### config.mk
export PLATFORM = sky130hd
export DESIGN_NAME = mem_xfer_seq
export DESIGN_NICKNAME = d
export VERILOG_FILES = /design/src/rtl/mem_xfer_pkg.sv /design/src/rtl/xfer_word_gen.sv /design/src/rtl/xfer_step_ctrl.sv /design/src/rtl/mem_xfer_seq.sv
export SDC_FILE = /design/constraint.sdc
export NUM_CORES = 1
export LEC_CHECK = 0
export ABC_CLOCK_PERIOD_IN_PS = 4700
export BUFFER_PORTS_ARGS = -buffer_cell sky130_fd_sc_hd__buf_4
export CAP_MARGIN = 20
export CORE_UTILIZATION = 30
export CTS_BUF_LIST = sky130_fd_sc_hd__clkbuf_8 sky130_fd_sc_hd__clkbuf_16
export CTS_CLUSTER_SIZE = 20
export DETAILED_ROUTE_END_ITERATION = 6
export GPL_TIMING_DRIVEN = 1
export SLEW_MARGIN = 20
export SYNTH_ARGS = -nofsm -noshare
export SYNTH_HDL_FRONTEND = slang
export SYNTH_SLANG_ARGS = --single-unit
### constraint.sdc
create_clock -name clk_i -period 4.7 [get_ports clk_i]
set_clock_uncertainty 0.05 [all_clocks]
set_input_delay 0.47 -clock clk_i [delete_from_list [all_inputs] [get_ports clk_i]]
set_output_delay 0.47 -clock clk_i [all_outputs]
set_load 0.05 [all_outputs]
### src/rtl/mem_xfer_pkg.sv
package mem_xfer_pkg;
  typedef enum logic [1:0] {
    KIND_SRAM  = 2'd0,
    KIND_REG   = 2'd1,
    KIND_FLASH = 2'd2,
    KIND_NONE  = 2'd3
  } xfer_kind_e;

  localparam int unsigned WORD_W = 16;
  localparam int unsigned RSEL_W = 5;

  function automatic xfer_kind_e decode_kind(input logic [2:0] code);
    case (code)
      3'd0, 3'd4: decode_kind = KIND_SRAM;
      3'd1, 3'd5: decode_kind = KIND_REG;
      3'd2:       decode_kind = KIND_FLASH;
      default:    decode_kind = KIND_NONE;
    endcase
  endfunction

  // data-register access: out (x=1) or in (x=0)
  function automatic logic [WORD_W-1:0] io_word(input logic x, input logic [RSEL_W-1:0] r);
    io_word = {4'b1011, x, 2'b11, r, 4'b0001};
  endfunction

  // post-increment Z load/store
  function automatic logic [WORD_W-1:0] ldst_word(input logic st, input logic [RSEL_W-1:0] r);
    ldst_word = {6'b100100, st, r, 4'b0001};
  endfunction

  // post-increment Z program-memory load
  function automatic logic [WORD_W-1:0] lpm_word(input logic [RSEL_W-1:0] r);
    lpm_word = {7'b1001000, r, 4'b0101};
  endfunction
endpackage

### src/rtl/xfer_word_gen.sv
module xfer_word_gen
  import mem_xfer_pkg::*;
#(
  parameter int unsigned PC_W     = 16,
  parameter logic [4:0]  SCRATCH_R = 5'd16
) (
  input  xfer_kind_e        kind_i,
  input  logic              wr_i,
  input  logic [PC_W-1:0]   pc_i,
  output logic [WORD_W-1:0] word_o,
  output logic              needs_byte_o,
  output logic              byte_in_o
);
  logic odd_step;
  assign odd_step = pc_i[0];

  always_comb begin
    word_o       = '0;
    needs_byte_o = 1'b0;
    byte_in_o    = 1'b0;
    unique case (kind_i)
      KIND_REG: begin
        word_o       = io_word(~wr_i, pc_i[RSEL_W-1:0]);
        needs_byte_o = 1'b1;
        byte_in_o    = wr_i;
      end
      KIND_SRAM: begin
        if (odd_step) begin
          word_o       = io_word(~wr_i, SCRATCH_R);
          needs_byte_o = 1'b1;
          byte_in_o    = wr_i;
        end else begin
          word_o = ldst_word(wr_i, SCRATCH_R);
        end
      end
      KIND_FLASH: begin
        if (odd_step) begin
          word_o       = io_word(1'b1, SCRATCH_R);
          needs_byte_o = 1'b1;
        end else begin
          word_o = lpm_word(SCRATCH_R);
        end
      end
      default: ;
    endcase
  end
endmodule

### src/rtl/xfer_step_ctrl.sv
module xfer_step_ctrl
  import mem_xfer_pkg::*;
#(
  parameter int unsigned PC_W = 16
) (
  input  logic            clk_i,
  input  logic            rst_ni,
  input  logic [2:0]      code_i,
  input  logic [PC_W-1:0] start_i,
  input  logic [PC_W-1:0] stop_i,
  input  logic            go_i,
  input  logic            step_i,
  input  logic            needs_byte_i,
  input  logic            byte_ack_i,
  output logic            busy_o,
  output logic [PC_W-1:0] pc_o,
  output xfer_kind_e      kind_o,
  output logic            wr_o,
  output logic            done_o
);
  logic            busy_q, single_q, wr_q, done_q;
  logic [PC_W-1:0] pc_q, stop_q;
  xfer_kind_e      kind_q;

  xfer_kind_e      new_kind;
  logic            launch, empty_range, advance, last_step;
  logic [PC_W-1:0] pc_inc;

  assign new_kind    = decode_kind(code_i);
  assign launch      = ~busy_q & (go_i | step_i);
  assign empty_range = (new_kind == KIND_NONE) | (start_i >= stop_i);
  assign advance     = busy_q & (~needs_byte_i | byte_ack_i);
  assign pc_inc      = pc_q + 1'b1;
  assign last_step   = single_q | (pc_inc == stop_q);

  always_ff @(posedge clk_i or negedge rst_ni) begin
    if (!rst_ni) begin
      busy_q   <= 1'b0;
      single_q <= 1'b0;
      wr_q     <= 1'b0;
      done_q   <= 1'b0;
      pc_q     <= '0;
      stop_q   <= '0;
      kind_q   <= KIND_NONE;
    end else begin
      done_q <= 1'b0;
      if (launch) begin
        pc_q     <= start_i;
        stop_q   <= stop_i;
        kind_q   <= new_kind;
        wr_q     <= code_i[2];
        single_q <= ~go_i;
        if (empty_range) done_q <= 1'b1;
        else             busy_q <= 1'b1;
      end else if (advance) begin
        pc_q <= pc_inc;
        if (last_step) begin
          busy_q <= 1'b0;
          done_q <= 1'b1;
        end
      end
    end
  end

  assign busy_o = busy_q;
  assign pc_o   = pc_q;
  assign kind_o = busy_q ? kind_q : KIND_NONE;
  assign wr_o   = wr_q;
  assign done_o = done_q;
endmodule

### src/rtl/mem_xfer_seq.sv
module mem_xfer_seq
  import mem_xfer_pkg::*;
#(
  parameter int unsigned PC_W = 16
) (
  input  logic              clk_i,
  input  logic              rst_ni,
  input  logic [7:0]        mode_i,
  input  logic [PC_W-1:0]   start_pc_i,
  input  logic [PC_W-1:0]   stop_pc_i,
  input  logic              go_i,
  input  logic              step_i,
  input  logic              byte_ack_i,
  output logic [WORD_W-1:0] instr_o,
  output logic              instr_valid_o,
  output logic              byte_req_o,
  output logic              byte_in_o,
  output logic [PC_W-1:0]   pc_o,
  output logic              done_o
);
  logic            busy, wr, needs_byte, dir_in;
  logic [PC_W-1:0] pc;
  xfer_kind_e      kind;
  logic [WORD_W-1:0] word;
  logic            unused_mode_hi;

  assign unused_mode_hi = ^mode_i[7:3];

  xfer_step_ctrl #(.PC_W(PC_W)) u_ctrl (
    .clk_i        (clk_i),
    .rst_ni       (rst_ni),
    .code_i       (mode_i[2:0]),
    .start_i      (start_pc_i),
    .stop_i       (stop_pc_i),
    .go_i         (go_i),
    .step_i       (step_i),
    .needs_byte_i (needs_byte),
    .byte_ack_i   (byte_ack_i),
    .busy_o       (busy),
    .pc_o         (pc),
    .kind_o       (kind),
    .wr_o         (wr),
    .done_o       (done_o)
  );

  xfer_word_gen #(.PC_W(PC_W)) u_gen (
    .kind_i       (kind),
    .wr_i         (wr),
    .pc_i         (pc),
    .word_o       (word),
    .needs_byte_o (needs_byte),
    .byte_in_o    (dir_in)
  );

  assign instr_valid_o = busy;
  assign instr_o       = busy ? word : '0;
  assign byte_req_o    = busy & needs_byte;
  assign byte_in_o     = busy & needs_byte & dir_in;
  assign pc_o          = pc;
endmodule

==> results by group, run 1 <==
Yosys
  – Ys Warns: 0
  – Synth Register Bits: 38
  – Post-Syn Instances: 328
  – Dominant synthesized flop cell: dfrtp_1
  – Number of flops mapped to enable cells by yosys: 0
  – Ys async rst share: 1.00
  – Register area share after synthesis: 0.337
  – Yosys cell types: 57
  – Syn Std Cell Area: 0.00283 mm2
  – Synth Area per Inst: 8.63 um2

GRT
  – Met1 usage in global routing: 0.211
  – Gr usage total: 0.156
  – Vias in the first global route: 2420
  – Met3 Use GR: 0.0288
  – Most Used Layer, Global Route: met2
  – Total gr overflow: 0
  – Initial antenna violation count: 0
  – Pin count of the biggest net entering global routing: 43
  – First-pass GRT wire length: 12.1 mm
  – M2 GR Usage: 0.256

Layout
  – Post-route cell area: 0.00344 mm2
  – Ant diodes: 0
  – Ratio of cells with drive above 1 in the final layout: 0.245
  – Layout Area Growth over Synthesis: 21.7%
  – Nets: 445

Timing
  – Final Slew Violations: 0
  – Fmax: 344 MHz
  – Min Tclk post-route: 2910 ps
  – Worst-Margin Slew: 715 ps
  – Unrepaired setup endpoints after global routing: false
  – Period utilization: 0.618
  – Relative slew slack: 0.524
  – Final Setup Violations: 0
  – Minimum hold slack: 81.6 ps
  – Final hold vios: 0
  – Setup TNS: 0 ps

CTS
  – Clock Latency Late Sink: 300 ps
  – # clock sinks: 38
  – CTS buffer count: 5
  – # hold bufs at CTS: 0
  – Clock Tree Root: clkbuf_8
  – CTS tree: built
  – Clock Path Buffers: 2
  – CTS clk-pin slew, worst paths: 70 ps
  – H-tree depth: 2
  – Post-CTS sizing: 0
  – # Post-CTS Setup Buffers: 0

Placed design
  – DP HPWL: 5.51 mm
  – Final RePlAce weighted congestion: 0.818
  – DP Area: 0.00334 mm2
  – Port Buffers: 72

Critical path
  – WP buf/inv: 0
  – CP Cell Sequence: ha_1 > and4_1 > and3_1 > xnor2_1 > or4_4 > nor4b_4 > o22ai_1
  – Worst Path Required: 4800 ps
  – Setup crit end kind: register
  – R2r setup slk: 1790 ps
  – Crit-path max FO: 12
  – Number of cells on the worst reg-to-reg path: 7
  – Crit path arrival time: 3010 ps
  – FF-to-FF Start: u_ctrl.pc_o[0]
  – Critical Path Max Stage Delay: 630 ps
  – Crit path kind: register to register
  – R2R Path End: u_ctrl.busy_o
  – Crit-path leading delay family: simple AND/OR/NAND/NOR gates
  – CP Launch Type: register
  – Crit-path slowest cell: dfrtp_1

Outcome
  – Status: finished, final reports clean

Routing
  – Antenna-violating nets left: 0
  – Final Routed Wirelength: 7.47 mm
  – Iter 0 DRT Violations: 139
  – Vias/cell: 5.16
  – Via count: 2555
  – DRT Pass-1 Iters: 4
  – Avg WL per Cell: 15.1 um
  – Remaining DRCs: 0

Flow run
  – Maxcap violations: 0

Min path
  – Tightest Hold Check Type: primary input to async pin

Die
  – Core area: 0.00920 mm2
  – I/O pin count: 81
  – Vert. Die Dim: 99.2 um
  – # rows: 35
  – Initial Util: 0.308
  – Die Width: 99.2 um
  – Die ar.: 0.00983 mm2

Power and ir drop
  – Pleak: 1.61 nW
  – Pwr Total: 2.70 mW
  – Worst IR drop on VDD: 0.548 mV
  – Pwr Density: 783 mW/mm2
-- layer usage --
| metal | vias to the layer above | wire [um] |
|---|---|---|
| met4 | 0 | 116 |
| met3 | 8 | 386 |
| li1 | 1265 | - |
| met2 | 63 | 3490 |
| met5 | - | 0 |
| met1 | 1219 | 3480 |
-- cells by family (layout without fill, tap and decap cells) --
logic type	after synthesis	in the layout	synth area share
other	1	3	0.00132
buffers and inverters	47	101	0.0959
AO/OA/AOI/OAI	83	83	0.186
AND/OR/NAND/NOR	119	119	0.234
flip-flops	38	38	0.337
adder cells (fa/ha/maj)	17	17	0.0751
XOR/XNOR	23	23	0.0711
-- through the flow --
stage                util  std cells  setup slack, ps
global route        0.375        495             1550
floorplan               -        330             1360
CTS                 0.375        495             1800
global placement    0.363        487             1840
finish              0.375        495             1790
detailed placement  0.363        487             1820
-- state kept, by name, summed over array words and instances, names as in the netlist --
register and count:
u_ctrl.busy_o 1, u_ctrl.kind_q 2, u_ctrl.stop_q 16, u_ctrl.done_o 1
u_ctrl.pc_o 16, u_ctrl.wr_o 1, u_ctrl.single_q 1
-- cells in the mapped netlist, types with 2 or more instances --
| cell type | count | area, um2 |
|---|---|---|
| a31oi_1 | 2 | 12.5 |
| nand3_1 | 6 | 30.0 |
| and2_1 | 4 | 25.0 |
| buf_4 | 8 | 60.1 |
| xnor2_1 | 18 | 158 |
| and3_1 | 4 | 25.0 |
| xor2_1 | 5 | 43.8 |
| and3b_1 | 2 | 17.5 |
| nand2_1 | 50 | 188 |
| nor3b_1 | 2 | 15.0 |
| nor2b_1 | 4 | 25.0 |
| dfrtp_1 | 36 | 901 |
| or4_1 | 2 | 15.0 |
| nand3_4 | 2 | 35.0 |
| o21ai_0 | 39 | 195 |
| nor3_1 | 8 | 40.0 |
| o311ai_0 | 5 | 43.8 |
| o31ai_1 | 4 | 30.0 |
| a21oi_1 | 11 | 55.1 |
| inv_1 | 19 | 71.3 |
| dfstp_2 | 2 | 52.6 |
| ha_1 | 17 | 213 |
| a221o_1 | 7 | 70.1 |
| clkbuf_1 | 10 | 37.5 |
| nand3b_1 | 2 | 15.0 |
| buf_6 | 7 | 78.8 |
| a21boi_0 | 2 | 15.0 |
| o22ai_1 | 2 | 12.5 |
| nand4_1 | 6 | 37.5 |
| a21o_1 | 2 | 15.0 |
| nor2_1 | 14 | 52.6 |
-- cells in the final DEF (no fill, tap or decap), types with 4 or more instances in the layout --
cell type and count:
a21oi_1 11, a221o_1 7, and2_1 4, and3_1 4
buf_4 74, clkbuf_8 5, dfrtp_1 36, ha_1 17
inv_1 21, nand2_1 50, nand3_1 6, nand4_1 6
nor2_1 14, nor2b_1 4, nor3_1 8, o21ai_0 39
o311ai_0 5, xnor2_1 18, xor2_1 5
-- area by class of cell --
type | count | area, um2
fillers | 980 | 5750
multi-input cells | 245 | 1620
flip-flops and latches | 38 | 953
repair buffers | 74 | 556
well taps | 111 | 139
inverters | 19 | 71.3
clock buffers | 5 | 68.8
clock inverters | 3 | 37.5
-- worst reg2reg max path, cell delays in order, from the launching register on --
cell and delay, ps:
dfrtp_1 630, ha_1 360, and4_1 390, and3_1 270
xnor2_1 80, or4_4 540, nor4b_4 310, o22ai_1 140
-- where the power goes --
part	internal, mW	switching [mW]
sequential	0.494	0.278
combinational	0.577	1.07
clock	0.155	0.122
total	1.23	1.47
-- how the worst max path moves through the flow --
stage              startpoint            end  slack [ps]  depth (start not counted)
3_3_place_gp   u_ctrl.pc_o[0]  u_ctrl.busy_o        1840                          7
2_1_floorplan   u_ctrl.busy_o    instr_o[11]        1360                          4
5_1_grt        u_ctrl.pc_o[0]  u_ctrl.busy_o        1550                          7
3_5_place_dp   u_ctrl.pc_o[0]  u_ctrl.busy_o        1820                          7
6_report       u_ctrl.pc_o[0]  u_ctrl.busy_o        1790                          7
4_1_cts        u_ctrl.pc_o[0]  u_ctrl.busy_o        1800                          7
No activity file was read; power rests on OpenSTA's default activity.
==> inputs of run 2 (changes only) <==
--- a/config.mk
+++ b/config.mk
@@ -5,7 +5,7 @@
 export SDC_FILE = /design/constraint.sdc
 export NUM_CORES = 1
 export LEC_CHECK = 0
-export ABC_CLOCK_PERIOD_IN_PS = 4700
+export ABC_CLOCK_PERIOD_IN_PS = 3000
 export BUFFER_PORTS_ARGS = -buffer_cell sky130_fd_sc_hd__buf_4
 export CAP_MARGIN = 20
 export CORE_UTILIZATION = 30
==> constraint.sdc (replaced) <==
create_clock -name clk_i -period 3 [get_ports clk_i]
set_clock_uncertainty 0.05 [all_clocks]
set_input_delay 0.3 -clock clk_i [delete_from_list [all_inputs] [get_ports clk_i]]
set_output_delay 0.3 -clock clk_i [all_outputs]
set_load 0.05 [all_outputs]
==> run 2 against run 1 <==
Effect of this change:
- sequential cell count is the same
- final area grew 1.2%
- non-clock buffer count grew 7
- critical path depth grew 1
- first-iteration DRC count shrank 19%
- die area is the same
- core utilization grew 0.46 points
- total power grew 57%
- combinational power grew 62%
- global-route usage grew 0.69 points
- hold slack gained 64 ps
==> results by group, run 2 (synthesis results as in run 1) <==
Critical path
  – CP most frequent cell: nand3_1
  – Crit-path max FO: 8
  – Crit path kind: register to register
  – Critical Path Max Stage Delay: 530 ps
  – CP Cell Sequence: ha_1 > nand3_1 > xnor2_1 > nor3_1 > nand3_1 > or4_4 > nor4b_4 > o22ai_1
  – Crit path arrival time: 2780 ps
  – Crit-path slowest cell: dfrtp_1
  – Worst Path Required: 3120 ps
  – CP Launch Type: register
  – Setup crit end kind: register

Routing
  – Via count: 2561
  – DRT Pass-1 Iters: 4
  – Vias/cell: 5.10
  – Highest metal layer with signal wires: met4
  – Met1 WL: 3.48 mm
  – Routed met2 length: 3.56 mm
  – Antenna-violating nets left: 0
  – Met3 routed WL: 350 um
  – Final Routed Wirelength: 7.55 mm
  – Iter 0 DRT Violations: 112
  – Avg WL per Cell: 15.0 um
  – Remaining DRCs: 0

Placed design
  – DP Area: 0.00339 mm2
  – Final RePlAce weighted congestion: 0.832
  – Port Buffers: 72
  – DP HPWL: 5.67 mm
  – Placed cells: 493

Layout
  – Multi-input gate area: 0.00162 mm2
  – Commonest non-fill, non-tap cell in the layout: buf_4
  – Most frequent cells in the layout: buf_4 (80), nand2_1 (50), o21ai_0 (39)
  – Layout Area Growth over Synthesis: 23.2%
  – Ratio of cells with drive above 1 in the final layout: 0.261
  – Layout Cells excl Fill: 502
  – Nets: 452
  – Post-route cell area: 0.00349 mm2
  – Final core occ: 0.379
  – Ant diodes: 0
  – Filler cell count: 959
  – Sequential Area: 953 um2

GRT
  – Vias in the first global route: 2523
  – Total gr overflow: 0
  – Initial antenna violation count: 0
  – First-pass GRT wire length: 12.6 mm
  – Gr usage total: 0.163
  – Pin count of the biggest net entering global routing: 42

Min path
  – Tightest Hold Check Type: primary input to register

Timing
  – Min Tclk post-route: 2660 ps
  – Final Slew Violations: 0
  – Setup TNS: 0 ps
  – Unrepaired setup endpoints after global routing: false
  – Final hold vios: 0
  – Period utilization: 0.887
  – Final Setup Violations: 0
  – Relative slew slack: 0.665
  – Fmax: 376 MHz
  – Worst-Margin Slew: 502 ps

Die
  – Die Width: 99.2 um
  – Die ar.: 0.00983 mm2
  – # rows: 35
  – Vert. Die Dim: 99.2 um
  – Initial Util: 0.308
  – I/O pin count: 81
  – Core area: 0.00920 mm2

CTS
  – CTS clk-pin slew, worst paths: 80 ps
  – CTS tree: built
  – CTS buffer count: 5
  – Clock Latency Late Sink: 290 ps
  – # clock sinks: 38
  – # Post-CTS Setup Buffers: 0
  – Clock Tree Root: clkbuf_8
  – H-tree depth: 2
  – Clock Path Buffers: 2

Flow run
  – Maxcap violations: 0

Power and ir drop
  – Pwr Density: 1210 mW/mm2
  – Pleak: 1.63 nW
  – Pwr Total: 4.23 mW
  – Worst IR drop on VDD: 0.845 mV

Outcome
  – Status: finished, final reports clean
==> run 2: report_power, final <==
part	total [mW]	internal [mW]	switching (mW)
clock network	0.371	0.182	0.189
registers	1.18	0.775	0.404
logic	2.68	0.949	1.73
==> run 2: worst paths after layout <==
path / startpoint / end / slack [ps] / cells past startpoint
setup / recovery: u_ctrl.pc_o[1] / u_ctrl.busy_o / 340 / 8
hold / removal: go_i / u_ctrl.single_q / 150 / 2
setup reg to reg: u_ctrl.pc_o[1] / u_ctrl.busy_o / 340 / 8
hold reg to reg: u_ctrl.wr_o / u_ctrl.wr_o / 430 / 2
max in group asynchronous: rst_ni / u_ctrl.kind_q[1] / 2070 / 2
min in group asynchronous: rst_ni / u_ctrl.stop_q[10] / 480 / 2
==> run 2: metal layers <==
metal / vias to the layer above / track usage
li1: 1270 / -
met1: 1213 / 0.223
met2: 68 / 0.263
met3: 10 / 0.0267
met4: 0 / 0.0566
met5: - / 0
==> run 2: cell type report <==
class	instances	share of cell area
timing repair buffer	81	0.175
clock inverter	2	0.00251
clock buffer	6	0.0237
tap	111	0.0398
sequential	38	0.273
multi-input combinational	245	0.465
inverter	19	0.0205
==> run 2: per-stage QoR <==
| stage | hold slack [ps] | setup WS, ps |
|---|---|---|
| after detailed placement | 264 | 301 |
| after global routing | 138 | 198 |
| after floorplan | -45.6 | 177 |
| after global placement | 251 | 343 |
| after CTS | 141 | 345 |
| final | 146 | 339 |
==> run 2: worst max-delay path: cells and delay by family (launching register included) <==
family,cells,cell delay [ps]
AND/OR/NAND/NOR,5,1290
flip-flops,1,530
adder cells (fa/ha/maj),1,360
XOR/XNOR,1,170
AO/OA/AOI/OAI,1,130
==> run 2: repair_timing <==
item | CTS | global route
resized for setup | 0 | 0
hold endpoints to repair | 36 | 0
hold buffers | 1 | 0
